File: config.mk
export PLATFORM = sky130hd
export DESIGN_NAME = reg_rename
export DESIGN_NICKNAME = d
export VERILOG_FILES = /design/src/rtl/reg_rename.sv
export SDC_FILE = /design/constraint.sdc
export NUM_CORES = 2
export LEC_CHECK = 0
export BUFFER_PORTS_ARGS = -buffer_cell sky130_fd_sc_hd__buf_2
export CELL_PAD_IN_SITES_DETAIL_PLACEMENT = 1
export CELL_PAD_IN_SITES_GLOBAL_PLACEMENT = 2
export CORE_UTILIZATION = 47
export CTS_BUF_LIST = sky130_fd_sc_hd__clkbuf_4 sky130_fd_sc_hd__clkbuf_8
export DETAILED_ROUTE_END_ITERATION = 10
export HOLD_SLACK_MARGIN = 0.05
export MAX_ROUTING_LAYER = met4
export PLACE_DENSITY_LB_ADDON = 0.1
export SYNTH_ARGS = -nofsm -noshare
export SYNTH_HDL_FRONTEND = slang
export SYNTH_SLANG_ARGS = --single-unit
File: constraint.sdc
create_clock -name clk -period 20.8 [get_ports clk]
set_input_delay 1.04 -clock clk [delete_from_list [all_inputs] [get_ports clk]]
set_output_delay 1.04 -clock clk [all_outputs]
set_load 0.05 [all_outputs]
File: src/rtl/reg_rename.sv
module reg_rename #(
  parameter int NUM_ARCH = 32,
  parameter int NUM_PHYS = 64,
  parameter int NUM_CKPT = 4,
  parameter int NUM_WB   = 2,
  localparam int AW = $clog2(NUM_ARCH),
  localparam int PW = $clog2(NUM_PHYS),
  localparam int CW = (NUM_CKPT > 1) ? $clog2(NUM_CKPT) : 1
) (
  input  logic                         clk,
  input  logic                         rst_n,
  input  logic [1:0]                   in_vld,
  input  logic [1:0]                   in_wr,
  input  logic [1:0][AW-1:0]           in_dst,
  input  logic [1:0][AW-1:0]           in_src_a,
  input  logic [1:0][AW-1:0]           in_src_b,
  output logic                         ren_ready,
  output logic [1:0][PW-1:0]           out_tag_a,
  output logic [1:0]                   out_rdy_a,
  output logic [1:0][PW-1:0]           out_tag_b,
  output logic [1:0]                   out_rdy_b,
  output logic [1:0][PW-1:0]           out_pdst,
  output logic [1:0][PW-1:0]           out_prev,
  input  logic [NUM_WB-1:0]            wb_vld,
  input  logic [NUM_WB-1:0][PW-1:0]    wb_tag,
  input  logic [1:0]                   cm_vld,
  input  logic [1:0][PW-1:0]           cm_tag,
  input  logic                         ck_save,
  input  logic [CW-1:0]                ck_save_id,
  input  logic                         ck_restore,
  input  logic [CW-1:0]                ck_restore_id
);

  localparam int FREE_INIT = NUM_PHYS - NUM_ARCH;

  logic [PW-1:0] map_q [NUM_ARCH];
  logic [PW-1:0] map_d [NUM_ARCH];
  logic [PW-1:0] snap_map [NUM_CKPT][NUM_ARCH];
  logic [PW:0]   snap_head [NUM_CKPT];
  logic [PW-1:0] fl_mem [NUM_PHYS];
  logic [PW:0]   head_q, head_d, tail_q, fl_cnt;
  logic [NUM_PHYS-1:0] pres_q;

  logic a0, a1, al0, al1;
  logic [1:0] need;
  logic fwd_a, fwd_b, same_dst;

  assign a0   = in_vld[0] & in_wr[0];
  assign a1   = in_vld[1] & in_wr[1];
  assign need = {1'b0, a0} + {1'b0, a1};
  assign fl_cnt = tail_q - head_q;
  assign ren_ready = !ck_restore && (fl_cnt >= (PW+1)'(need));
  assign al0 = a0 & ren_ready;
  assign al1 = a1 & ren_ready;
  assign head_d = head_q + (PW+1)'(al0) + (PW+1)'(al1);

  assign out_pdst[0] = fl_mem[head_q[PW-1:0]];
  assign out_pdst[1] = fl_mem[head_q[PW-1:0] + PW'(a0)];

  assign fwd_a    = a0 && (in_src_a[1] == in_dst[0]);
  assign fwd_b    = a0 && (in_src_b[1] == in_dst[0]);
  assign same_dst = a0 && (in_dst[1] == in_dst[0]);

  function automatic logic wb_hit(input logic [PW-1:0] t);
    logic h;
    h = 1'b0;
    for (int k = 0; k < NUM_WB; k++)
      if (wb_vld[k] && wb_tag[k] == t) h = 1'b1;
    return h;
  endfunction

  always_comb begin
    for (int s = 0; s < 2; s++) begin
      out_tag_a[s] = map_q[in_src_a[s]];
      out_tag_b[s] = map_q[in_src_b[s]];
      out_prev[s]  = map_q[in_dst[s]];
    end
    if (fwd_a)    out_tag_a[1] = out_pdst[0];
    if (fwd_b)    out_tag_b[1] = out_pdst[0];
    if (same_dst) out_prev[1]  = out_pdst[0];
    for (int s = 0; s < 2; s++) begin
      out_rdy_a[s] = pres_q[out_tag_a[s]] | wb_hit(out_tag_a[s]);
      out_rdy_b[s] = pres_q[out_tag_b[s]] | wb_hit(out_tag_b[s]);
    end
    if (fwd_a) out_rdy_a[1] = 1'b0;
    if (fwd_b) out_rdy_b[1] = 1'b0;
  end

  always_comb begin
    map_d = map_q;
    if (al0) map_d[in_dst[0]] = out_pdst[0];
    if (al1) map_d[in_dst[1]] = out_pdst[1];
  end

  always_ff @(posedge clk) begin
    if (!rst_n) begin
      for (int i = 0; i < NUM_ARCH; i++) map_q[i] <= PW'(i);
    end else if (ck_restore) begin
      map_q <= snap_map[ck_restore_id];
    end else begin
      map_q <= map_d;
    end
  end

  always_ff @(posedge clk) begin
    if (ck_save) begin
      snap_map[ck_save_id]  <= map_d;
      snap_head[ck_save_id] <= head_d;
    end
  end

  always_ff @(posedge clk) begin
    if (!rst_n) begin
      for (int i = 0; i < NUM_PHYS; i++)
        fl_mem[i] <= (i < FREE_INIT) ? PW'(NUM_ARCH + i) : '0;
      head_q <= '0;
      tail_q <= (PW+1)'(FREE_INIT);
    end else begin
      head_q <= ck_restore ? snap_head[ck_restore_id] : head_d;
      if (cm_vld[0]) fl_mem[tail_q[PW-1:0]] <= cm_tag[0];
      if (cm_vld[1]) fl_mem[tail_q[PW-1:0] + PW'(cm_vld[0])] <= cm_tag[1];
      tail_q <= tail_q + (PW+1)'(cm_vld[0]) + (PW+1)'(cm_vld[1]);
    end
  end

  always_ff @(posedge clk) begin
    if (!rst_n) begin
      for (int i = 0; i < NUM_PHYS; i++) pres_q[i] <= (i < NUM_ARCH);
    end else begin
      for (int k = 0; k < NUM_WB; k++)
        if (wb_vld[k]) pres_q[wb_tag[k]] <= 1'b1;
      if (al0) pres_q[out_pdst[0]] <= 1'b0;
      if (al1) pres_q[out_pdst[1]] <= 1'b0;
    end
  end

  AST_FL_BOUND: assert property (@(posedge clk) disable iff (!rst_n)
    fl_cnt <= (PW+1)'(FREE_INIT));
  AST_PAIR_DISTINCT: assert property (@(posedge clk) disable iff (!rst_n)
    (al0 && al1) |-> out_pdst[0] != out_pdst[1]);
  AST_ALLOC_CLEARS: assert property (@(posedge clk) disable iff (!rst_n)
    al0 |=> !pres_q[$past(out_pdst[0])]);
  AST_STALL_HOLD: assert property (@(posedge clk) disable iff (!rst_n)
    (!ck_restore && !al0 && !al1) |=> head_q == $past(head_q));
  AST_TABLE_WRITE: assert property (@(posedge clk) disable iff (!rst_n)
    al1 |=> map_q[$past(in_dst[1])] == $past(out_pdst[1]));
  AST_WB_SETS: assert property (@(posedge clk) disable iff (!rst_n)
    (wb_vld[0] && !(al0 && out_pdst[0] == wb_tag[0]) && !(al1 && out_pdst[1] == wb_tag[0]))
      |=> pres_q[$past(wb_tag[0])]);
  AST_RESTORE_STALLS: assert property (@(posedge clk) disable iff (!rst_n)
    ck_restore |-> !ren_ready);

endmodule

# After elaboration in Yosys (flattened, before gate mapping)
# Memories as Yosys holds them, arrays and structs flattened. A register that Yosys moved wholly into a read port is not among the register bits.
# Index checks and enable logic that the tools add are counted.
classes:
  add_sub_neg: 8
  n_mul: 0
  div: 0
  n_lt_le_gt_ge: 21
  eq_ne: 11
  shifts: 0
  muxes: 80
  n_bitwise: 20
  reduce_logical: 21
ops:
  columns: ["cell", "n"]
  rows:
  - ["192-bit 2-to-1 mux", 3]
  - ["64-bit 2-to-1 mux", 7]
  - ["192-bit bitwise mux", 2]
  - ["6-bit binary-select mux with 5-bit select", 6]
  - ["6-bit 2-to-1 mux", 22]
  - ["64-bit AND", 2]
  - ["64-bit inverter", 2]
  - ["64-bit OR", 2]
  - ["6-bit demux with 5-bit select", 2]
  - ["6-bit by 7-bit < comparator with 1-bit output (second input constant)", 8]
  - ["6-bit == test", 8]
  - ["6-bit >= comparator (second input constant)", 6]
  - ["5-bit inverter with 6-bit output", 6]
  - ["1-bit 2-to-1 mux", 29]
  - ["7-bit by 1-bit adder with 7-bit output", 4]
  - ["1-bit binary-select mux with 6-bit select", 4]
  - ["1-bit demux with 6-bit select", 4]
  - ["6-bit by 1-bit >= comparator with 1-bit output (second input constant)", 4]
  - ["1-bit logical AND", 18]
  - ["5-bit == test", 3]
  - ["6-bit by 1-bit adder with 6-bit output", 2]
  - ["6-bit by 1-bit < comparator with 1-bit output (second input constant)", 2]
  - ["6-bit OR reduction", 2]
  - ["7-bit by 2-bit >= comparator with 1-bit output", 1]
  - ["other kinds (6)", 12]
word_totals:
  regBits: 270
  latch_bits: 0
  ramBits: 1180
  mem_bits_ro: 0
  elab_cells: 199
  memories: 3
mem_list:
  columns: ["memory", "depth", "width", "rd", "rd_ports_with_merged_regs", "write_ports", "line", "text"]
  rows:
  - ["snap_map", 4, 192, 1, 0, 1, "38", "logic [PW-1:0] snap_map [NUM_CKPT][NUM_ARCH];"]
  - ["fl_mem", 64, 6, 2, 1, 64, "40", "logic [PW-1:0] fl_mem [NUM_PHYS];"]
  - ["snap_head", 4, 7, 1, 0, 1, "39", "logic [PW:0] snap_head [NUM_CKPT];"]

# Longest topological paths before layout
depth:
  depth_word: 15
  mapped_depth: 18
  depth_no_buf: 17

# Least setup slack after synthesis
# Ideal clock, no wire load.
synth_path:
  path_type: "input-to-reg"
  start: "in ck_save_id[0]"
  end: "mem snap_head[0][0] (netlist bit) (enable)"
  arrival_time_ns: 15.442
  path_slack_ns: 4.311
  cell_stages: 1
  cell_sequence: "nor3b_1"
synth_lines:
  columns: ["element", "line", "text"]
  rows:
  - ["from (decl)", "29", "input logic [CW-1:0] ck_save_id,"]
  - ["to (decl)", "39", null]
# Straight into the memory's write port.

==> results.ini <==
[status]
status = finished, violations left
violations = max-capacitance violations, max-slew violations

[drt]
drc = 0
ant_nets = 0
drt_wl_total_um = 348500
viasPerCell = 7.070
wl_per_cell_um = 39.20
vias = 62862
drtIter0Drc = 8928
drt_pass1_iterations = 5

[setup_path]
r2r-end = map_q[46]$_SDFF_PN1_
crit_cells = 13
reg2reg_from = head_q[4]$_SDFF_PN0_
crit_path_top_delay_cell = a21boi_0
ff2ff_setup_slack_ns = 13.91
critical_path_class = reg2out
critPathLaunch = head_q[0]$_SDFF_PN0_
cp-start-kind = register
worst-path-buf-inv = 2
max_stage_delay_ns = 1.30
crit_path_end_kind = output pin
worstPathRequired_ns = 19.76
critPathMaxFanout = 35
r2r_cells = 13
cp-endpoint = out_rdy_b[1]
critPathArrivalTime_ns = 7.67
crit_chain = buf_4 -> nor2b_1 -> a22oi_1 -> nand3_1 -> a21boi_0 -> nand3_1 -> and3_1 -> mux2i_1 -> a2111oi_0 -> nor4_1 -> a32o_1 -> a21boi_2 -> buf_2
critPathTopFamily = compound AO/OA/AOI/OAI gates
cpMostUsedCell = nand3_1

[synthesis]
synth_fp_nets = 6453
synthTopCellsByArea = edfxtp_1 (44%), mux4_2 (20%), mux2i_1 (7.0%)
synth.distinct_cells = 93
synth_top_flop_cell = edfxtp_1
synthCells = 6365
avgSynthCellArea_um2 = 12.78
ys_async_sr_fraction_pct = 0
ys_seq_elements = 1450
synthesis.area_um2 = 81350
yosysWarnings = 0
synth_edf_count = 1180
seq_area_frac_synth_pct = 50.20
yosys.area.top_type_share_pct = 43.56
synth_top_cell_by_area = edfxtp_1

[floorplan]
num_rows = 152
die_h_um = 418.0
die_area_um2 = 174700
core_area_um2 = 171700
start_util_pct = 47.37
die_x_um = 418.0
io_pins = 123

[cells_and_area]
area_growth_syn_to_layout_pct = 10.14
layout.nets = 6460
layout_commonest_cell = edfxtp_1
layout_common_cells = edfxtp_1 (1,180), nand2_1 (725), mux4_2 (721)
layout-drive-gt1-share_pct = 23.91
final_cell_area_um2 = 89600

[place]
placed_cell_area_um2 = 84100
hpwl_um = 234000
place_congestion = 1.042
port-buffer-count = 122

[pwr]
ir_worst_vdd_v = 0.00008047
p_leak_nw = 30.06
p_per_area_nw_per_um2 = 85.69

[clock_network]
clock_sinks = 1450
hold_buffers = 0
cts_buffer_depth = 4
clockRootBuffer = clkbuf_8
ctsResizeCount = 0
cts_tree = built
cts_setup_buffers = 0
cts.reportedPaths.clkPinSlew_ns = 0.06
cts_buffers = 277
clock_latency_ns = 1.11
htreeDepth = 5

[global_route]
grt.total_usage_pct = 40.89
grt_overflow = 0
grt_pass1_vias = 61422
grt_pass1_wl_um = 485600
grt_max_degree = 112
grt_antenna_before_repair = 21

[sta]
fmax_mhz = 114.8
rsz0062_at_grt = no
layout_min_cycle_time_ns = 8.713
period_share_pct = 41.89
slew_viol_final = 3
hold_viol_final = 0
setup_viol = 0
tns_ns = 0
tightest_slew_ns = 1.697
fin_skew_ns = 0.09764
relSlewSlack_pct = -14.17

[worst_hold_path]
hold_class = in2reg

[flow_run]
timing.max_cap.violations = 1

## cells by family (layout without fill, tap and decap cells)
group / Yosys count / in the layout / share of synthesized area [%]
fa+ha+maj: 18 / 18 / 0.3045
xor+xnor: 74 / 74 / 0.8060
buf+inv: 648 / 846 / 3.331
mux: 1328 / 1328 / 27.65
compound gates: 1040 / 1040 / 7.772
other cells: 0 / 18 / 0
simple gates: 1807 / 1807 / 9.938
flops: 1450 / 1450 / 50.20
## through the flow
step           cells  hold WS, ns  worst slack, ns  total power [mW]  utilization (%)
6_report        8891       0.2966            12.09             7.678            52.17
5_1_grt         8886       0.3194            12.07             7.858            52.17
4_1_cts         8872       0.2438            12.31             7.669            52.14
3_5_place_dp    8402       0.5198            13.09             4.831            48.97
3_3_place_gp    8402       0.5136            13.15             4.809            48.97
2_1_floorplan   6365       0.4695            4.311             4.240                -
## flip-flops by register name, summed over array words and instances (netlist names)
signal and flops:
tail_q 7, snap_head 28, fl_mem 384, snap_map 768, pres_q 64, map_q 192
head_q 7
## how the worst min path moves through the flow
| stage | startpoint | to | slack, ns | depth (start not counted) |
|---|---|---|---|---|
| 2_1_floorplan | tail_q[6]$_SDFF_PN0_ | tail_q[6]$_SDFF_PN0_ | 0.47 | 2 |
| 3_3_place_gp | tail_q[6]$_SDFF_PN0_ | tail_q[6]$_SDFF_PN0_ | 0.51 | 2 |
| 3_5_place_dp | tail_q[6]$_SDFF_PN0_ | tail_q[6]$_SDFF_PN0_ | 0.52 | 2 |
| 4_1_cts | ck_restore | map_q[91]$_SDFF_PN0_ | 0.24 | 3 |
| 5_1_grt | ck_restore | map_q[91]$_SDFF_PN0_ | 0.32 | 3 |
| 6_report | ck_restore | map_q[91]$_SDFF_PN0_ | 0.30 | 3 |
## cells in the mapped netlist (9+ instances only)
library cell  count
buf_4            20
o211ai_1         17
nand3_1         280
ha_1             15
xor2_1           24
nand4_1          35
clkbuf_1        379
and2_1           39
o211a_1           9
nor4_1           16
a21oi_1         258
a221oi_1         22
o221ai_1         19
buf_1            79
inv_2            14
nor2b_1          30
a31oi_1          35
or3_1            45
nand3b_1         21
nand2_1         725
dfxtp_1         270
a211o_1          45
nand2b_1         23
xnor2_1          49
or2_2            11
nor2_1          426
a22o_1           20
mux2_2           24
o21ai_0         363
mux4_2          721
buf_6            12
a211oi_1         26
o22ai_1         104
buf_2            64
nor3_1           97
and3_1           14
mux2i_1         572
edfxtp_1       1180
inv_1            70
a22oi_1          51
## per-layer routing
layer | GRT usage, % | share of wire, % | vias up
li1 | - | - | 24925
met1 | 55.89 | 40 | 32980
met2 | 57.90 | 44 | 4194
met3 | 10.87 | 12 | 763
met4 | 16.52 | 4.5 | 0
met5 | - | 0 | -
## power breakdown
part / total, mW / switching, mW / leakage (nW) / internal [mW]
clock: 2.86 / 1.27 / 2.89 / 1.59
sequential: 3.39 / 0.134 / 13.0 / 3.26
combinational: 1.43 / 0.965 / 14.1 / 0.460
total: 7.68 / 2.37 / 30.1 / 5.31
## worst register-to-register path, cell delays in order, from the launching register on
cell	delay [ns]
dfxtp_1	0.31
buf_4	0.27
clkinv_1	0.91
ha_1	0.72
nor2_1	0.06
o21ai_0	0.09
nor3_1	0.12
o2111ai_1	0.67
nand3_1	0.84
or3_1	0.98
nor2_1	0.91
mux2i_1	0.64
nor2_1	0.07
o21ai_0	0.18
## layout make-up
cell class	instances	area, um^2
flip-flops and latches	1450	40850
diodes	18	45.04
clock inverters	74	493.0
well taps	2310	2890
clock buffers	396	4956
repair buffers	284	1916
fillers	17207	82140
multi-input cells	4267	38090
inverters	92	355.3
No activity file was read; power rests on OpenSTA's default activity.
